===== src/rtl/dbm_pkg.sv =====
package dbm_pkg;

    typedef enum logic [1:0] {
        COND_EXEC = 2'b00,
        COND_WR   = 2'b01,
        COND_RSVD = 2'b10,
        COND_RW   = 2'b11
    } cond_e;

    typedef struct packed {
        logic       en;
        cond_e      cond;
        logic [1:0] len;
    } bp_cfg_t;

    localparam logic [31:0] STAT_FIXED_ONES = 32'hFFFF0FF0;

    function automatic logic [3:0] window_bytes(input logic [1:0] code);
        case (code)
            2'b00:   return 4'd1;
            2'b01:   return 4'd2;
            2'b11:   return 4'd4;
            default: return 4'd8;
        endcase
    endfunction

    function automatic logic cond_accepts(input cond_e c, input logic is_write);
        case (c)
            COND_WR: return is_write;
            COND_RW: return 1'b1;
            default: return 1'b0;
        endcase
    endfunction

endpackage


===== src/rtl/dbm_splitter.sv =====
module dbm_splitter #(
    parameter int AW         = 32,
    parameter int LINE_BYTES = 64,
    parameter int LEN_W      = 4
) (
    input  logic [AW-1:0]    addr,
    input  logic [LEN_W-1:0] len,
    output logic [AW-1:0]    lo_start,
    output logic [AW-1:0]    lo_end,
    output logic             hi_valid,
    output logic [AW-1:0]    hi_start,
    output logic [AW-1:0]    hi_end
);
    localparam int OFF_W = $clog2(LINE_BYTES);

    logic [AW-1:0] last_byte;
    logic [AW-1:0] line_last;

    always_comb begin
        last_byte = addr + AW'(len) - AW'(1);
        line_last = {addr[AW-1:OFF_W], {OFF_W{1'b1}}};
        hi_valid  = last_byte > line_last;
        lo_start  = addr;
        lo_end    = hi_valid ? line_last : last_byte;
        hi_start  = line_last + AW'(1);
        hi_end    = last_byte;
    end
endmodule


===== src/rtl/dbm_comparator.sv =====
module dbm_comparator
    import dbm_pkg::*;
#(
    parameter int AW = 32
) (
    input  logic [AW-1:0] bp_addr,
    input  bp_cfg_t       cfg,
    input  logic          is_write,
    input  logic [AW-1:0] lo_start,
    input  logic [AW-1:0] lo_end,
    input  logic          hi_valid,
    input  logic [AW-1:0] hi_start,
    input  logic [AW-1:0] hi_end,
    output logic          addr_hit,
    output logic          armed_hit
);
    logic [AW-1:0] win_size;
    logic [AW-1:0] win_lo;
    logic [AW-1:0] win_hi;
    logic          ov_lo;
    logic          ov_hi;

    always_comb begin
        win_size  = AW'(window_bytes(cfg.len));
        win_lo    = bp_addr & ~(win_size - AW'(1));
        win_hi    = win_lo + win_size - AW'(1);
        ov_lo     = (lo_start <= win_hi) && (win_lo <= lo_end);
        ov_hi     = hi_valid && (hi_start <= win_hi) && (win_lo <= hi_end);
        addr_hit  = (ov_lo || ov_hi) && cond_accepts(cfg.cond, is_write);
        armed_hit = addr_hit && cfg.en;
    end
endmodule


===== src/rtl/dbm_status.sv =====
module dbm_status #(
    parameter int N = 4
) (
    input  logic         clk,
    input  logic         rst,
    input  logic         upd,
    input  logic [N-1:0] set_mask,
    input  logic         clr_en,
    input  logic [N-1:0] clr_data,
    output logic [N-1:0] hits_q,
    output logic         trap_q
);
    always_ff @(posedge clk) begin
        if (rst) begin
            hits_q <= '0;
            trap_q <= 1'b0;
        end else begin
            trap_q <= upd;
            hits_q <= (clr_en ? (hits_q & clr_data) : hits_q) | (upd ? set_mask : '0);
        end
    end

    // A bit may only drop when software wrote a zero to it
    assert_sticky_bits_R6: assert property (@(posedge clk) disable iff (rst)
        (($past(hits_q) & ~hits_q & ~($past(clr_en) ? ~$past(clr_data) : {N{1'b0}})) == '0));

    // A hardware set is never lost, even under a simultaneous clear
    assert_set_wins_R7: assert property (@(posedge clk) disable iff (rst)
        ($past(upd) && !$past(rst)) |-> (($past(set_mask) & ~hits_q) == '0));

    // A trap always comes with at least one recorded match
    assert_trap_has_status_R5: assert property (@(posedge clk) disable iff (rst)
        trap_q |-> (hits_q != '0));
endmodule


===== src/rtl/dbm_match_unit.sv =====
module dbm_match_unit
    import dbm_pkg::*;
#(
    parameter int NUM_BP     = 4,
    parameter int AW         = 32,
    parameter int LINE_BYTES = 64,
    parameter int MAX_LEN    = 10,
    parameter int LEN_W      = $clog2(MAX_LEN + 1),
    parameter int IDX_W      = $clog2(NUM_BP)
) (
    input  logic             clk,
    input  logic             rst,
    input  logic             acc_valid,
    input  logic [AW-1:0]    acc_addr,
    input  logic [LEN_W-1:0] acc_len,
    input  logic             acc_write,
    input  logic             bp_wr,
    input  logic [IDX_W-1:0] bp_idx,
    input  logic             ctrl_wr,
    input  logic             stat_wr,
    input  logic [31:0]      sw_wdata,
    output logic [31:0]      ctrl_rdata,
    output logic [31:0]      stat_rdata,
    output logic             trap_o
);
    localparam int COND_BASE = 8;
    localparam int FIELD_W   = 4;

    logic [AW-1:0] bp_addr_q [NUM_BP];
    logic [31:0]   ctrl_q;
    bp_cfg_t       cfg [NUM_BP];

    logic [AW-1:0] lo_start, lo_end, hi_start, hi_end;
    logic          hi_valid;
    logic [NUM_BP-1:0] addr_hit;
    logic [NUM_BP-1:0] armed_hit;
    logic          upd;
    logic [NUM_BP-1:0] hits_q;

    always_ff @(posedge clk) begin
        if (rst) begin
            ctrl_q <= '0;
            for (int i = 0; i < NUM_BP; i++) bp_addr_q[i] <= '0;
        end else begin
            if (ctrl_wr) ctrl_q <= sw_wdata;
            if (bp_wr) bp_addr_q[bp_idx] <= sw_wdata[AW-1:0];
        end
    end

    dbm_splitter #(
        .AW(AW), .LINE_BYTES(LINE_BYTES), .LEN_W(LEN_W)
    ) u_split (
        .addr(acc_addr), .len(acc_len),
        .lo_start(lo_start), .lo_end(lo_end),
        .hi_valid(hi_valid), .hi_start(hi_start), .hi_end(hi_end)
    );

    for (genvar g = 0; g < NUM_BP; g++) begin : g_bp
        always_comb begin
            cfg[g].en   = ctrl_q[g];
            cfg[g].cond = cond_e'(ctrl_q[COND_BASE + FIELD_W*g +: 2]);
            cfg[g].len  = ctrl_q[COND_BASE + FIELD_W*g + 2 +: 2];
        end

        dbm_comparator #(.AW(AW)) u_cmp (
            .bp_addr(bp_addr_q[g]), .cfg(cfg[g]), .is_write(acc_write),
            .lo_start(lo_start), .lo_end(lo_end),
            .hi_valid(hi_valid), .hi_start(hi_start), .hi_end(hi_end),
            .addr_hit(addr_hit[g]), .armed_hit(armed_hit[g])
        );

        // Execute-type breakpoints are never recorded by this unit
        assert_exec_never_sets_R3: assert property (@(posedge clk) disable iff (rst)
            (cfg[g].cond == COND_EXEC && !hits_q[g] && !ctrl_wr) |=> !hits_q[g]);
    end

    assign upd = acc_valid && (|armed_hit);

    dbm_status #(.N(NUM_BP)) u_stat (
        .clk(clk), .rst(rst), .upd(upd), .set_mask(addr_hit),
        .clr_en(stat_wr), .clr_data(sw_wdata[NUM_BP-1:0]),
        .hits_q(hits_q), .trap_q(trap_o)
    );

    assign ctrl_rdata = ctrl_q;
    assign stat_rdata = STAT_FIXED_ONES | 32'(hits_q);

    // Input assumption: access lengths stay within 1..MAX_LEN
    assert_len_legal_R9: assert property (@(posedge clk) disable iff (rst)
        acc_valid |-> (acc_len >= LEN_W'(1) && acc_len <= LEN_W'(MAX_LEN)));

    // A trap only follows an accepted access
    assert_trap_after_access_R4: assert property (@(posedge clk) disable iff (rst)
        trap_o |-> ($past(acc_valid) && !$past(rst)));
endmodule


===== config.mk =====
export PLATFORM = sky130hd
export DESIGN_NAME = dbm_match_unit
export DESIGN_NICKNAME = d
export VERILOG_FILES = /design/src/rtl/dbm_pkg.sv /design/src/rtl/dbm_splitter.sv /design/src/rtl/dbm_comparator.sv /design/src/rtl/dbm_status.sv /design/src/rtl/dbm_match_unit.sv
export SDC_FILE = /design/constraint.sdc
export NUM_CORES = 1
export LEC_CHECK = 0
export ABC_AREA = 1
export CORE_AREA = 2 2 331 169
export CTS_BUF_LIST = sky130_fd_sc_hd__clkbuf_2
export DETAILED_ROUTE_END_ITERATION = 10
export DIE_AREA = 0 0 333 171
export DONT_BUFFER_PORTS = 1
export SYNTH_ARGS = -nofsm -noshare
export SYNTH_HDL_FRONTEND = slang
export SYNTH_SLANG_ARGS = --single-unit
export TNS_END_PERCENT = 10

===== constraint.sdc =====
create_clock -name clk -period 19.8 [get_ports clk]
set_input_delay 1.98 -clock clk [delete_from_list [all_inputs] [get_ports clk]]
set_output_delay 1.98 -clock clk [all_outputs]
set_load 0.1 [all_outputs]

==> qor.txt, run 1 <==
synth-to-layout area growth -> 3.97%
Pleak -> 14.2 nW
Synth Warn # -> 0
TritonCTS buffer count -> 17
initial antenna violation count -> 4
sequential share of power -> 0.196
CTS Sinks -> 165
final global-route overflow total -> 0
number of cell rows -> 61
Cells after DPL -> 4332
RSZ-0062 raised after global routing -> false
total power -> 2.37 mW
first-pass GRT wire length -> 171000 um
fin crit period -> 10.08 ns
Clock Tree Root -> clkbuf_2
period utilization -> 0.509
Fin Setup TNS -> 0 ns
switching pwr -> 1.40 mW
Main synth FF type -> edfxtp_1
Critical Path Source Type -> input pin
cts hold-fix bufs -> 0
Starting Density -> 0.492
Avg Vias per Cell -> 6.35
largest net degree at the start of global routing -> 65
Syn Inst Count -> 3631
drt pass-1 iters -> 6
vias in the first global route -> 24667
Filler Cells Inserted -> 5376
WP data required -> 20.72 ns
CTS H-tree depth -> 4
CP Max Fanout -> 42
Setup WS post-layout -> 9.72 ns
die area -> 56900 um^2
hold violation total from the final report -> 0
Final Setup Violations -> 0
register area share after synthesis -> 0.171
routability cong. -> 1.12
worst hold path type -> register to register
DR vias -> 27730
Port-buffer cells -> 0
Setup Buffers After CTS -> 0
worst vdd ir -> 62.1 uV
Pint -> 966 uW
post-synthesis register bit count -> 165
Critical Path AT -> 10.99 ns
Net count, final -> 4405
CTS tree -> done
worst slack, placed -> 9.21 ns
mapped cell area -> 26800 um^2
clock skew -> 0.0722 ns
Final Cell Area -> 27900 um^2
routed len/inst -> 28.6 um
worst path bufs/invs -> 5
maximum clock path buffer count -> 2
aggregate routed wire length -> 125000 um
Slew @ Worst Pin -> 1.41 ns
Comb power frac -> 0.711
DRC errors left -> 0
Fmax achieved -> 0.0992 GHz
Crit-path slowest cell -> inv_1
share of cells above drive strength 1 -> 0.0316
asr flop ratio synth -> 0
max cap viols -> 0
status -> finished, final reports clean
Switching Fraction -> 0.592
die height -> 171 um
EDFF count, synth -> 128
CORE AREA -> 54500 um^2
GRT Util Overall -> 0.427
Placed Area -> 27600 um^2
post_cts resized -> 0
crit-path most repeated cell -> nand2_1
relative slew slack -> 0.0480
number of pins with negative max-slew slack in the final report -> 0
pwr dens -> 84.9 nW/um^2
Cell variety after synth -> 65
critical path capture point type -> register
fin cells -> 4367
Initial DRC Count -> 4819
io pins -> 142
Clk Latency, worst-skew pair -> 1.01 ns
chip width -> 333 um
remaining antenna violation count -> 0
Slowest Stage Delay on Critical Path -> 1.06 ns
Clk pin slew, worst setup/hold paths -> 0.30 ns
Mean Syn Cell Area -> 7.38 um^2
Clock power frac -> 0.093
delay-heaviest family, CP -> simple AND/OR/NAND/NOR gates
CP Class -> input pin to register
DP HPWL -> 108000 um
## worst register-to-register path, delay by kind of cell, from the launching register on
kind	cells	cell delay, ns
AND/OR/NAND/NOR	20	3.38
AO/OA/AOI/OAI	8	1.92
XOR/XNOR	1	0.53
adder cells (fa/ha/maj)	3	1.00
flip-flops	1	1.20
buffers and inverters	3	0.27
## Yosys cell counts, types with 36 or more instances
cell type | n | share of area
ha_1 | 696 | 0.32
nand2_1 | 610 | 0.085
inv_1 | 486 | 0.068
a21oi_1 | 404 | 0.075
nor2_1 | 404 | 0.057
o21ai_0 | 145 | 0.027
edfxtp_1 | 128 | 0.14
nand3_1 | 119 | 0.022
xor2_1 | 93 | 0.030
xnor2_1 | 69 | 0.023
nand4_1 | 59 | 0.014
nor3_1 | 44 | 0.0082
dfxtp_1 | 37 | 0.028
clkbuf_1 | 36 | 0.0050
## power by group through the flow
stage	Combinational (mW)	Clock, mW	Sequential, mW
floorplan	1.03	0	0.452
global placement	1.53	0	0.467
detailed placement	1.58	0	0.467
CTS	1.59	0.220	0.459
global route	1.82	0.231	0.464
finish	1.68	0.221	0.463
## flip-flops by register name (all words and copies together) (netlist names)
signal	count
bp_addr_q	128
ctrl_rdata	32
u_stat.hits_q	4
u_stat.trap_q	1
## metrics by stage
step / hold slack [ns] / util
final: 0.850 / 0.511
after global placement: 0.799 / 0.506
after global routing: 0.879 / 0.511
after CTS: 0.850 / 0.511
after floorplan: 0.850 / -
after detailed placement: 0.816 / 0.506
## cells by family (layout without fill, tap and decap cells)
| family | after synthesis | count (layout) | synth area share |
|---|---|---|---|
| buffers and inverters | 558 | 541 | 0.0821 |
| XOR/XNOR | 164 | 164 | 0.0541 |
| AND/OR/NAND/NOR | 1289 | 1289 | 0.200 |
| adder cells (fa/ha/maj) | 701 | 701 | 0.329 |
| AO/OA/AOI/OAI | 752 | 752 | 0.164 |
| flip-flops | 165 | 165 | 0.171 |
| other | 2 | 31 | 0.000280 |
## area by class of cell
class	instances	area [um^2]	area share
Antenna cell	3	7.51	0.000269
Clock buffer	17	85.1	0.00305
Clock inverter	15	185	0.00664
Inverter	493	1850	0.0664
Multi-Input combinational cell	2934	20100	0.722
Sequential cell	165	4580	0.164
Tap cell	724	906	0.0325
Timing Repair Buffer	16	120	0.00431
## final timing paths
| kind | cells after the start | to | from | slack, ns |
|---|---|---|---|---|
| min | 3 | ctrl_rdata[11] | ctrl_rdata[11] | 0.85 |
| max | 43 | u_stat.hits_q[1] | acc_addr[0] | 9.72 |
| min reg2reg | 3 | ctrl_rdata[11] | ctrl_rdata[11] | 0.85 |
| max reg2reg | 35 | u_stat.hits_q[1] | ctrl_rdata[22] | 11.44 |
## cells in the final DEF, fill, tap and decap left out, types with 4 or more instances in the layout
| cell type | synthesis | final |
|---|---|---|
| ha_1 | 696 | 696 |
| nand2_1 | 610 | 607 |
| inv_1 | 486 | 486 |
| a21oi_1 | 404 | 404 |
| nor2_1 | 404 | 404 |
| o21ai_0 | 145 | 145 |
| edfxtp_1 | 128 | 128 |
| nand3_1 | 119 | 119 |
| xor2_1 | 93 | 93 |
| xnor2_1 | 69 | 69 |
| nand4_1 | 59 | 59 |
| nor3_1 | 44 | 44 |
| dfxtp_1 | 37 | 37 |
| a211oi_1 | 31 | 31 |
| conb_1 | 2 | 28 |
| o211ai_1 | 21 | 21 |
| o21ai_2 | 20 | 20 |
| a31oi_1 | 20 | 20 |
| nor4_1 | 18 | 18 |
| clkbuf_2 | 0 | 17 |
| buf_4 | 28 | 16 |
| o21a_1 | 15 | 15 |
| o2111ai_1 | 14 | 14 |
| o221ai_1 | 11 | 11 |
| o21bai_1 | 11 | 11 |
| o21ai_1 | 10 | 10 |
| nand2_2 | 6 | 9 |
| a21o_1 | 9 | 9 |
| a21boi_2 | 7 | 7 |
| a21oi_2 | 6 | 6 |
| nand3b_1 | 5 | 5 |
| fa_1 | 5 | 5 |
| clkinv_1 | 4 | 4 |
| or2_2 | 4 | 4 |
| and3_1 | 4 | 4 |
| inv_6 | 0 | 4 |
| clkinv_8 | 0 | 4 |
## routing by layer
metal	up-vias	share of wire	global-route usage
met1	13106	0.46	0.654
met2	2045	0.31	0.476
met4	6	0.013	0.0535
met5	-	0.0038	0.0596
li1	12455	-	-
met3	118	0.21	0.258
Note: power is estimated with default switching activity, not from simulation.
==> inputs of run 2 (changes only) <==
--- a/config.mk
+++ b/config.mk
@@ -11,6 +11,7 @@
 export DETAILED_ROUTE_END_ITERATION = 10
 export DIE_AREA = 0 0 333 171
 export DONT_BUFFER_PORTS = 1
+export PLACE_DENSITY = 0.67
 export SYNTH_ARGS = -nofsm -noshare
 export SYNTH_HDL_FRONTEND = slang
 export SYNTH_SLANG_ARGS = --single-unit
==> constraint.sdc (replaced) <==
create_clock -name clk -period 9.07 [get_ports clk]
set_input_delay 0.907 -clock clk [delete_from_list [all_inputs] [get_ports clk]]
set_output_delay 0.907 -clock clk [all_outputs]
set_load 0.1 [all_outputs]
==> run 2 against run 1 <==
Net effect:
- global-route usage shrank 2.6 points
- non-clock buffer count grew 25
- sequential share of layout area shrank 0.13 points
==> qor.txt, run 2 (synthesis results as in run 1) <==
CTS Sinks -> 165 (unchanged)
Clock Tree Root -> clkbuf_2
Cells after DPL -> 4354 (+0.51%)
io pins -> 142 (unchanged)
routed len/inst -> 26.6 um (-6.8%)
drt pass-1 iters -> 8 (+2)
Starting Density -> 0.492 (unchanged)
Clock power frac -> 0.096 (+0.003)
Met3 Routed Length -> 26100 um (+0.25%)
DR vias -> 26365 (-4.9%)
hold violation total from the final report -> 0 (unchanged)
WP data required -> 9.90 ns (-10.82 ns)
max cap viols -> 0 (unchanged)
Crit-path slowest cell -> nor4_1
Critical Path Source Type -> register
most common cell after layout, fill and taps aside -> ha_1
RSZ-0062 raised after global routing -> false
total power -> 5.11 mW (+120%)
TritonCTS buffer count -> 17 (unchanged)
Avg Vias per Cell -> 6.00 (-5.4%)
Max Used Layer -> met5
CP Class -> register to register
most frequent cells in the layout -> ha_1 (696), nand2_1 (607), inv_1 (486), a21oi_1 (404), nor2_1 (404)
GRT Util Overall -> 0.401 (-0.0256)
Initial DRC Count -> 3574 (-26%)
aggregate routed wire length -> 117000 um (-6.3%)
Port-buffer cells -> 0 (unchanged)
final global-route overflow total -> 0 (unchanged)
first-pass GRT wire length -> 161000 um (-5.4%)
post_cts resized -> 0 (unchanged)
critical path capture point type -> register
Fin Setup TNS -> 0 ns (unchanged)
Critical Path AT -> 8.90 ns (-2.09 ns)
clock skew -> 0.0989 ns (+0.0267 ns)
vias in the first global route -> 23097 (-6.4%)
CTS tree -> done
register with the most flip-flops -> bp_addr_q
synth-to-layout area growth -> 4.78%
worst vdd ir -> 127 uV (+100%)
max FFs per register -> 128 (unchanged)
period utilization -> 0.890
Final Util -> 0.515 (+0.00397)
fin cells -> 4391 (+0.55%)
status -> finished, final reports clean
Net count, final -> 4430 (+0.57%)
routability cong. -> 1.10 (-1.9%)
pwr dens -> 182 nW/um^2 (+110%)
CORE AREA -> 54500 um^2 (unchanged)
die area -> 56900 um^2 (unchanged)
Pint -> 2.14 mW (+120%)
DP HPWL -> 102000 um (-5.6%)
Slowest Stage Delay on Critical Path -> 1.17 ns (+0.11 ns)
Final Setup Violations -> 0 (unchanged)
chip width -> 333 um (unchanged)
Fmax achieved -> 0.124 GHz
remaining antenna violation count -> 0 (unchanged)
Switching Fraction -> 0.582 (-0.00991)
CTS H-tree depth -> 4 (unchanged)
Pleak -> 14.4 nW (+0.90%)
Slew @ Worst Pin -> 1.43 ns (+0.0198 ns)
Clk Latency, worst-skew pair -> 0.96 ns (-0.05 ns)
largest net degree at the start of global routing -> 65 (unchanged)
Setup Buffers After CTS -> 0 (unchanged)
number of pins with negative max-slew slack in the final report -> 0 (unchanged)
crit-path most repeated cell -> nand2_1
relative slew slack -> 0.0360 (-0.0120)
worst hold path type -> input pin to register
share of cells above drive strength 1 -> 0.0371 (+0.00551)
DRC errors left -> 0 (unchanged)
met2 routed WL -> 34600 um (-11%)
M1 WL -> 55500 um (-3.8%)
switching pwr -> 2.97 mW (+110%)
number of cell rows -> 61 (unchanged)
Clk pin slew, worst setup/hold paths -> 0.33 ns (+0.03 ns)
CP Max Fanout -> 7 (-83%)
fin crit period -> 8.07 ns
maximum clock path buffer count -> 2 (unchanged)
die height -> 171 um (unchanged)
sequential share of power -> 0.200 (+0.004)
initial antenna violation count -> 7 (+3)
Comb power frac -> 0.704 (-0.007)
==> run 2: cell types whose count changed in the layout (fill, tap and decap cells not counted), moves of 2 or more <==
cell | before | now
buf_4 | 16 | 37
dlygate4sd3_1 | 0 | 3
inv_12 | 0 | 2
inv_6 | 4 | 1
==> run 2: metal layers <==
metal / vias to the layer above / track usage
met1: 12129 / 0.607
met4: 2 / 0.0305
li1: 12503 / -
met5: - / 0
met2: 1687 / 0.415
met3: 44 / 0.314
==> run 2: power groups by stage <==
stage,sequential [mW],clock [mW],combinational (mW)
finish,1.02,0.491,3.60
global route,1.02,0.519,3.91
CTS,1.00,0.484,3.39
detailed placement,1.02,0,3.38
global placement,1.02,0,3.37
floorplan,0.986,0,2.25
==> run 2: final cells by class <==
| cell class | instances | area, um^2 |
|---|---|---|
| fillers | 5470 | 26400 |
| multi-input cells | 2934 | 20100 |
| flip-flops and latches | 165 | 4580 |
| inverters | 493 | 1850 |
| well taps | 724 | 906 |
| repair buffers | 41 | 328 |
| clock inverters | 15 | 203 |
| clock buffers | 17 | 85.1 |
| diodes | 2 | 5.00 |
==> run 2: final timing paths <==
check,from,to,slack [ns],cells past startpoint
setup / recovery,ctrl_rdata[19],u_stat.trap_q,1.00,37
hold / removal,ctrl_wr,ctrl_rdata[17],0.07,1
setup reg to reg,ctrl_rdata[19],u_stat.trap_q,1.00,37
hold reg to reg,ctrl_rdata[19],ctrl_rdata[19],0.84,3
==> run 2: worst max-delay path: cells and delay by family, from the launching register on <==
kind	cells	cell delay, ns
compound gates	8	1.90
buf+inv	3	0.38
xor+xnor	1	0.48
fa+ha+maj	3	0.81
simple gates	22	4.04
flops	1	0.38
==> run 2: repair_timing <==
item / in CTS / in global routing
hold buffers: 0 / 3
setup endpoints to repair: 0 / 0
endpoints found under the hold margin: 0 / 17
==> run 2: per-stage QoR <==
| step | hold WS (ns) | cell area [um^2] | worst slack [ns] |
|---|---|---|---|
| final | 0.0711 | 28100 | 1.00 |
| after CTS | 0.0156 | 28100 | 1.48 |
| after global placement | 0.797 | 27800 | 1.03 |
| after detailed placement | 0.809 | 27800 | 0.915 |
| after floorplan | 0.850 | 26900 | 1.95 |
| after global routing | 0.00402 | 28100 | 0.869 |
